**src/rtl/upipe_pkg.sv**
```systemverilog
// Shared constants for the host pipe controller: result codes and bank sizing.
package upipe_pkg;
    localparam int RES_W      = 3;
    localparam int MAX_BANKS  = 2;
    localparam int BANK_IDX_W = $clog2(MAX_BANKS);

    localparam logic [RES_W-1:0] RC_ACK     = 3'd0;
    localparam logic [RES_W-1:0] RC_NAK     = 3'd1;
    localparam logic [RES_W-1:0] RC_STALL   = 3'd2;
    localparam logic [RES_W-1:0] RC_PERR    = 3'd3;
    localparam logic [RES_W-1:0] RC_LPM_HS  = 3'd4;
    localparam logic [RES_W-1:0] RC_LPM_TMO = 3'd5;
endpackage

```
**src/rtl/upipe_bank_slot.sv**
```systemverilog
// One data bank's ready bit and completion flag.
// Assumes: consume is a single-cycle pulse for an acknowledged transaction on
// this bank; a software set wins over consume, consume wins over a clear.
module upipe_bank_slot (
    input  logic clk,
    input  logic rst_n,
    input  logic pipe_en,
    input  logic set_rdy,
    input  logic consume,
    input  logic clr_done,
    output logic rdy,
    output logic done
);
    logic rdy_q, done_q;

    // Ready bit: set by software, cleared when the bank is consumed or the pipe is off.
    always_ff @(posedge clk) begin
        if (!rst_n || !pipe_en)  rdy_q <= 1'b0;
        else if (set_rdy)        rdy_q <= 1'b1;
        else if (consume)        rdy_q <= 1'b0;
    end

    // Completion flag: raised on consume, dropped by software clear or disable.
    always_ff @(posedge clk) begin
        if (!rst_n || !pipe_en)  done_q <= 1'b0;
        else if (consume)        done_q <= 1'b1;
        else if (clr_done)       done_q <= 1'b0;
    end

    assign rdy  = rdy_q;
    assign done = done_q;

    assert_ack_consumes_R7: assert property (@(posedge clk) disable iff (!rst_n)
        (pipe_en && consume && !set_rdy) |=> (!rdy_q && done_q));
    assert_set_wins_R7: assert property (@(posedge clk) disable iff (!rst_n)
        (pipe_en && set_rdy) |=> rdy_q);
endmodule

```
**src/rtl/upipe_freeze_ctl.sv**
```systemverilog
// Request, outstanding-transaction and freeze control of one host pipe.
// Assumes: res_valid is only meaningful while a transaction is outstanding;
// tok_grant is only acted on while tok_req is high.
module upipe_freeze_ctl
    import upipe_pkg::*;
(
    input  logic             clk,
    input  logic             rst_n,
    input  logic             pipe_en,
    input  logic             bank_ready,
    input  logic             tok_grant,
    input  logic             res_valid,
    input  logic [RES_W-1:0] res_code,
    input  logic             sw_freeze,
    input  logic             sw_unfreeze,
    output logic             tok_req,
    output logic             frozen,
    output logic             xfer_ack
);
    logic frozen_q, busy_q, pend_q;
    logic fin, hw_frz, start, busy_nx, frz_now;

    // Decode the result of the outstanding transaction and the next busy state.
    always_comb begin
        fin     = busy_q && res_valid;
        hw_frz  = fin && (res_code == RC_STALL  || res_code == RC_PERR ||
                          res_code == RC_LPM_HS || res_code == RC_LPM_TMO);
        start   = tok_req && tok_grant;
        busy_nx = start || (busy_q && !fin);
        frz_now = hw_frz || (fin && pend_q) || (sw_freeze && !busy_nx);
    end

    assign tok_req  = pipe_en && !frozen_q && !busy_q && bank_ready;
    assign xfer_ack = fin && (res_code == RC_ACK);
    assign frozen   = frozen_q;

    // Transaction tracking and deferred software freeze.
    always_ff @(posedge clk) begin
        if (!rst_n || !pipe_en) begin
            busy_q <= 1'b0;
            pend_q <= 1'b0;
        end else begin
            busy_q <= busy_nx;
            pend_q <= fin ? 1'b0 : (pend_q || (sw_freeze && busy_nx));
        end
    end

    // Frozen status: hardware and software freezes win over unfreeze.
    always_ff @(posedge clk) begin
        if (!rst_n || !pipe_en) frozen_q <= 1'b1;
        else if (frz_now)       frozen_q <= 1'b1;
        else if (sw_unfreeze)   frozen_q <= 1'b0;
    end

    assert_no_req_frozen_R1: assert property (@(posedge clk) disable iff (!rst_n)
        frozen_q |-> !tok_req);
    assert_no_req_busy_R1: assert property (@(posedge clk) disable iff (!rst_n)
        busy_q |-> !tok_req);
    assert_enable_frozen_R2: assert property (@(posedge clk) disable iff (!rst_n)
        $rose(pipe_en) |-> frozen_q);
    assert_stall_freeze_R3: assert property (@(posedge clk) disable iff (!rst_n)
        (pipe_en && fin && res_code == RC_STALL) |=> frozen_q);
    assert_perr_freeze_R4: assert property (@(posedge clk) disable iff (!rst_n)
        (pipe_en && fin && res_code == RC_PERR) |=> frozen_q);
    assert_lpm_freeze_R5: assert property (@(posedge clk) disable iff (!rst_n)
        (pipe_en && fin && (res_code == RC_LPM_HS || res_code == RC_LPM_TMO)) |=> frozen_q);
    assert_defer_freeze_R6: assert property (@(posedge clk) disable iff (!rst_n)
        (pipe_en && sw_freeze && busy_q && !res_valid) |=> !frozen_q);
    assert_pend_applies_R6: assert property (@(posedge clk) disable iff (!rst_n)
        (pipe_en && pend_q && fin) |=> frozen_q);
    assert_nak_retries_R8: assert property (@(posedge clk) disable iff (!rst_n)
        (pipe_en && fin && res_code == RC_NAK && !pend_q && !sw_freeze) |=> (!frozen_q && !busy_q));
    assert_stray_ignored_R11: assert property (@(posedge clk) disable iff (!rst_n)
        (pipe_en && !busy_q && res_valid && !sw_freeze && !sw_unfreeze) |=> $stable(frozen_q));
endmodule

```
**src/rtl/upipe_ctrl.sv**
```systemverilog
// Top of the host pipe controller: bank pointer, per-bank slots and freeze control.
// Assumes: dual_bank is quasi-static; with it low only bank 0 is used.
module upipe_ctrl
    import upipe_pkg::*;
(
    input  logic                 clk,
    input  logic                 rst_n,
    input  logic                 pipe_en,
    input  logic                 dual_bank,
    input  logic [MAX_BANKS-1:0] bank_rdy_set,
    input  logic [MAX_BANKS-1:0] done_clr,
    input  logic                 sw_freeze,
    input  logic                 sw_unfreeze,
    input  logic                 tok_grant,
    input  logic                 res_valid,
    input  logic [RES_W-1:0]     res_code,
    output logic                 tok_req,
    output logic [BANK_IDX_W-1:0] cur_bank,
    output logic                 frozen,
    output logic [MAX_BANKS-1:0] bank_rdy,
    output logic [MAX_BANKS-1:0] bank_done
);
    logic [BANK_IDX_W-1:0] bank_q;
    logic                  xfer_ack;
    logic [MAX_BANKS-1:0]  rdy_w, done_w;

    // Bank pointer: advances on every acknowledged transfer in two-bank mode.
    always_ff @(posedge clk) begin
        if (!rst_n || !pipe_en || !dual_bank) bank_q <= '0;
        else if (xfer_ack)                    bank_q <= bank_q + 1'b1;
    end

    for (genvar b = 0; b < MAX_BANKS; b++) begin : g_bank
        upipe_bank_slot u_slot (
            .clk      (clk),
            .rst_n    (rst_n),
            .pipe_en  (pipe_en),
            .set_rdy  (bank_rdy_set[b]),
            .consume  (xfer_ack && (bank_q == BANK_IDX_W'(b))),
            .clr_done (done_clr[b]),
            .rdy      (rdy_w[b]),
            .done     (done_w[b])
        );
    end

    upipe_freeze_ctl u_frz (
        .clk         (clk),
        .rst_n       (rst_n),
        .pipe_en     (pipe_en),
        .bank_ready  (rdy_w[bank_q]),
        .tok_grant   (tok_grant),
        .res_valid   (res_valid),
        .res_code    (res_code),
        .sw_freeze   (sw_freeze),
        .sw_unfreeze (sw_unfreeze),
        .tok_req     (tok_req),
        .frozen      (frozen),
        .xfer_ack    (xfer_ack)
    );

    assign cur_bank  = bank_q;
    assign bank_rdy  = rdy_w;
    assign bank_done = done_w;

    assert_single_bank_R10: assert property (@(posedge clk) disable iff (!rst_n)
        $past(!dual_bank) |-> (cur_bank == '0));
    assert_dual_toggle_R9: assert property (@(posedge clk) disable iff (!rst_n)
        (pipe_en && dual_bank && xfer_ack) |=> (cur_bank != $past(cur_bank)));
    assert_req_needs_ready_R9: assert property (@(posedge clk) disable iff (!rst_n)
        tok_req |-> bank_rdy[cur_bank]);
endmodule

```
**config.mk**
```make
export PLATFORM = sky130hd
export DESIGN_NAME = upipe_ctrl
export DESIGN_NICKNAME = d
export VERILOG_FILES = /design/src/rtl/upipe_pkg.sv /design/src/rtl/upipe_bank_slot.sv /design/src/rtl/upipe_freeze_ctl.sv /design/src/rtl/upipe_ctrl.sv
export SDC_FILE = /design/constraint.sdc
export NUM_CORES = 1
export LEC_CHECK = 0
export BUFFER_PORTS_ARGS = -buffer_cell sky130_fd_sc_hd__clkbuf_2
export CORE_AREA = 2 2 39 41
export DETAILED_ROUTE_END_ITERATION = 8
export DIE_AREA = 0 0 41 43
export GPL_TIMING_DRIVEN = 0
export HOLD_SLACK_MARGIN = 0.12
export PLACE_DENSITY = 0.6
export SLEW_MARGIN = 20
export SYNTH_ARGS = -nofsm -noshare
export SYNTH_HDL_FRONTEND = slang
export SYNTH_HIERARCHICAL = 1
export SYNTH_SLANG_ARGS = --single-unit
```
**constraint.sdc**
```tcl
create_clock -name clk -period 3.75 [get_ports clk]
set_input_delay 0.75 -clock clk [delete_from_list [all_inputs] [get_ports clk]]
set_output_delay 0.75 -clock clk [all_outputs]
set_load 0.02 [all_outputs]
```
Word-level counts from Yosys, hierarchy flattened
Cells that the tools add are included.

Bits in writable memories: 0. Flip-flop bits (word level): 8. Logic and storage cells: 61. Memories: 0. ROM bits: 0. Bits in latches: 0.

$mul: 0. Equality and inequality tests: 4. Add/sub/neg operators: 1. Order comparisons: 1. Bitwise gates (word level): 1. Shift-type cells: 0. Divide/modulo/power cells: 0. Reduce and logical (&&, ||, !) cells: 36. Muxes and demuxes: 10.

Operators by type and width (count): logical AND 1 bit (13); two-way mux 1 bit (10); logical OR 1 bit (9); nonzero test 2 bit (4); zero test 1 bit (7); equality test 3 x 2 -> 1 bit (second input constant) (2); equality test 3 bit (second input constant) (2); OR reduction 2 bit (2); zero test 3 bit (1); less-than comparator 1 x 2 -> 1 bit (second input constant) (1); adder 1 bit (second input constant) (1); inverter 1 bit (1).

Logic depth before layout (Yosys ltp)
Word-level depth: 10. Mapped depth: 5. Gate-level depth less buffers: 5.

Hierarchy
Netlist, hierarchy kept.

Modules (own cells, without submodules): upipe_freeze_ctl (times used 1, cells each 19, sequential area each 60.1 um^2, area each 173.9 um^2); upipe_bank_slot (times used 2, cells each 9, sequential area each 40.0 um^2, area each 77.6 um^2); upipe_ctrl (times used 1, cells each 7, sequential area each 20.0 um^2, area each 65.1 um^2).

Worst setup path after synthesis
OpenSTA, ideal clock, no wires.

Path type: reg2out. From: reg bank_q (netlist: cur_bank). To: out tok_req. Slack: 1.895 ns. Path buffers: 0. Arrival: 1.105 ns. Cell stages (with the launch flop): 3. Data required time: 3.000 ns. Path through: dfxtp_1 -> mux2_1 -> and4bb_2.

Word-level cells in the longest chain between the ends: 3.

Ends and longest elaborated chain: from (decl) (line upipe_ctrl.sv:23) `logic [BANK_IDX_W-1:0] bank_q;`; from (signal assigned) (line upipe_ctrl.sv:30) `else if (xfer_ack) bank_q <= bank_q + 1'b1;`; two-way mux 1 bit (implied by the code) (2 in series) (line upipe_ctrl.sv:50) `.bank_ready (rdy_w[bank_q]),`; logical AND 1 bit (line upipe_freeze_ctl.sv:33) `assign tok_req = pipe_en && !frozen_q && !busy_q && bank_ready;`; to (decl) (line upipe_ctrl.sv:17) `output logic tok_req,`.

No other way between the ends. The select of a mux whose other input is x is not followed.

Final worst setup path
Same ends and word-level chain as after synthesis.

==> results.ini <==
[floorplan]
start_util_pct = 28.5
die_width_um = 41
ios = 22
die_h_um = 43
core.rowCount = 14
core_sq_um = 1380
die-area_sq_um = 1760

[clock_tree]
cts_buffers = 3
path_clk_slew_ns = 0.06
insertion_delay_ns = 0.26
cts-htree-levels = 1
cts_sinks = 8
cts-resized-gates = 0
ctsHoldBuffers = 0
clk_path_buf_depth = 2
cts_root_buf = clkbuf_4
cts_tree = yes
cts_setup_buffers = 0

[critical_path]
cp_top_family = flip-flops
r2r_cells = 5
r2r-end = g_bank[0].u_slot/rdy$_SDFFE_PP0P_
cp_num_buf_inv = 1
critical_path.max_fanout = 5
rr_startpoint = u_frz/busy_q$_SDFF_PP0_
crit_type = flop to output port
endpoint_kind = output port
crit_chain = mux2_1, and4bb_2, clkbuf_2
path_depth = 3
cp_slowest_cell = dfxtp_1
crit_start = cur_bank$_SDFFE_PP0P_
critPathCapture = tok_req
cp_slowest_stage_delay_ns = 0.41
arrival_ns = 1.41
required_ns = 3.00
regToRegSetupSlack_ns = 2.35
cp-start-kind = flop

[synthesis]
yosysTopAreaCell = dfxtp_1
avgSynthCellArea_sq_um = 8.96
ys_seq_area_share_pct = 40.6
yosys_warnings = 6
netlist.area_leader.share_pct = 40.6
synth_cell_type_count = 22
syn_inst = 44
syn_area_sq_um = 394
synth_area_leaders = dfxtp_1 (41%), nand2b_1 (6.3%), inv_1 (5.7%), a21oi_2 (4.4%), a21oi_1 (3.8%)
synth-seq-cells = 8
synth_nets = 59

[route]
avgViaCountPerCell = 4.56
postRouteWirelength_um = 823
drtAntennaViolNets = 0
drtIter0Drc = 2
drc = 0
wire_per_inst_um = 9.80
drtPass1Iterations = 4
dr_total_vias = 383

[final_layout]
final_cell_mix = clkbuf_2 (21), dfxtp_1 (8), inv_1 (6)
n_fill_cell = 162
drive_above_1_share_pct = 45.6
fin_util_pct = 39.2
final_common_cell = clkbuf_2
num_antenna_cells = 0
final_net_count = 85
synthToLayoutAreaGrowth_pct = 37.5
final_area_sq_um = 542

[placed_design]
dpl.hpwl_um = 674
gp_congestion = 0.671
io_buffers = 21
place_area_sq_um = 519

[timing]
setup_viol = 0
finalCritPeriodShare_pct = 57.5
maxSlewHeadroom_pct = 68.1
worst_pin_slew_ns = 0.474
tns_ns = 0
drv_slew = 0
hold_viol = 0
post-route-min-period_ns = 2.16
clock_skew_ns = 0.00529
max_freq_mhz = 463
rsz0062_at_grt = no

[power_and_ir_drop]
power_mw = 0.175
peakVddDrop_v = 0.000166
pwr_density_cell_nw_per_um2 = 323
p_leak_nw = 0.253

[global_route]
grt_usage_pct = 11.6
antenna_found_initial = 0
grt_max_degree = 7
grt_pass1_wl_mm = 1.21
grt.overflow.total = 0
grt_pass1_vias = 323

[min_path]
min_from = g_bank[1].u_slot/done$_SDFFE_PP0P_
worst_hold_path_type = flop to flop

[run_status]
outcome = complete, no violations

[run]
cap_violations = 0

## how the worst min path moves through the flow
stage                                                    end  slack [ns]  cells past startpoint
after floorplan           g_bank[0].u_slot/done$_SDFFE_PP0P_        0.55                      2
after global placement    g_bank[1].u_slot/done$_SDFFE_PP0P_        0.46                      2
after detailed placement  g_bank[1].u_slot/done$_SDFFE_PP0P_        0.47                      2
after CTS                 g_bank[1].u_slot/done$_SDFFE_PP0P_        0.48                      2
after global routing      g_bank[1].u_slot/done$_SDFFE_PP0P_        0.50                      2
final                     g_bank[1].u_slot/done$_SDFFE_PP0P_        0.47                      2
## final cells by class
cell class                      count  area, sq um  area share [%]
Clock buffer                        3         22.5            4.16
Sequential cell                     8          160            29.6
Timing Repair Buffer               21          105            19.4
Inverter                            6         22.5            4.16
Tap cell                           16         20.0            3.70
Multi-Input combinational cell     30          211            39.0
## metal layers
layer / track usage (%) / vias up / routed length (um)
li1: - / 196 / -
met1: 10.9 / 161 / 335
met2: 15.3 / 21 / 340
met3: 7.85 / 5 / 113
met4: 12.0 / 0 / 34
met5: 0 / - / 0
## power by group
group	total, mW	internal, mW	switching (mW)
logic	0.0194	0.00950	0.00987
registers	0.0875	0.0865	0.00100
clock network	0.0681	0.0368	0.0313
## sequential cells by signal, indices dropped and copies added, names as in the netlist
name                count
g_bank.u_slot/done      2
g_bank.u_slot/rdy       2
u_frz/busy_q            1
u_frz/frozen            1
cur_bank                1
u_frz/pend_q            1
## synthesized netlist by cell type (all sizes together)
| library cell | instances |
|---|---|
| nor3 | 1 |
| xor2 | 1 |
| nor3b | 1 |
| nand4b | 1 |
| o21ai | 1 |
| mux2 | 1 |
| nand2 | 4 |
| a21oi | 5 |
| nor4 | 1 |
| xnor2 | 1 |
| and4bb | 1 |
| and2 | 1 |
| o221ai | 1 |
| mux2i | 1 |
| dfxtp | 8 |
| inv | 6 |
| nor2 | 2 |
| nand3 | 1 |
| and2b | 2 |
| nand2b | 4 |
## through the flow
step / hold WS [ns] / setup slack [ns] / instances
3_5_place_dp: 0.470 / 1.72 / 81
3_3_place_gp: 0.460 / 1.71 / 81
5_1_grt: 0.498 / 1.54 / 84
6_report: 0.472 / 1.59 / 84
4_1_cts: 0.478 / 1.57 / 84
2_1_floorplan: 0.546 / 1.90 / 44
## worst min-delay path: cells and delay by family, from the launching register on
family | cells | cell delay [ns]
DFF | 1 | 0.30
and+or+nand+nor | 1 | 0.06
AOI/OAI and AO/OA | 1 | 0.06
## cells by family after synthesis
family,after synthesis,synth area share [%]
buffers and inverters,6,5.71
AND/OR/NAND/NOR,19,32.1
XOR/XNOR,2,4.45
flip-flops,8,40.6
multiplexers,2,5.40
AO/OA/AOI/OAI,7,11.7
No activity file was read; power rests on OpenSTA's default activity.
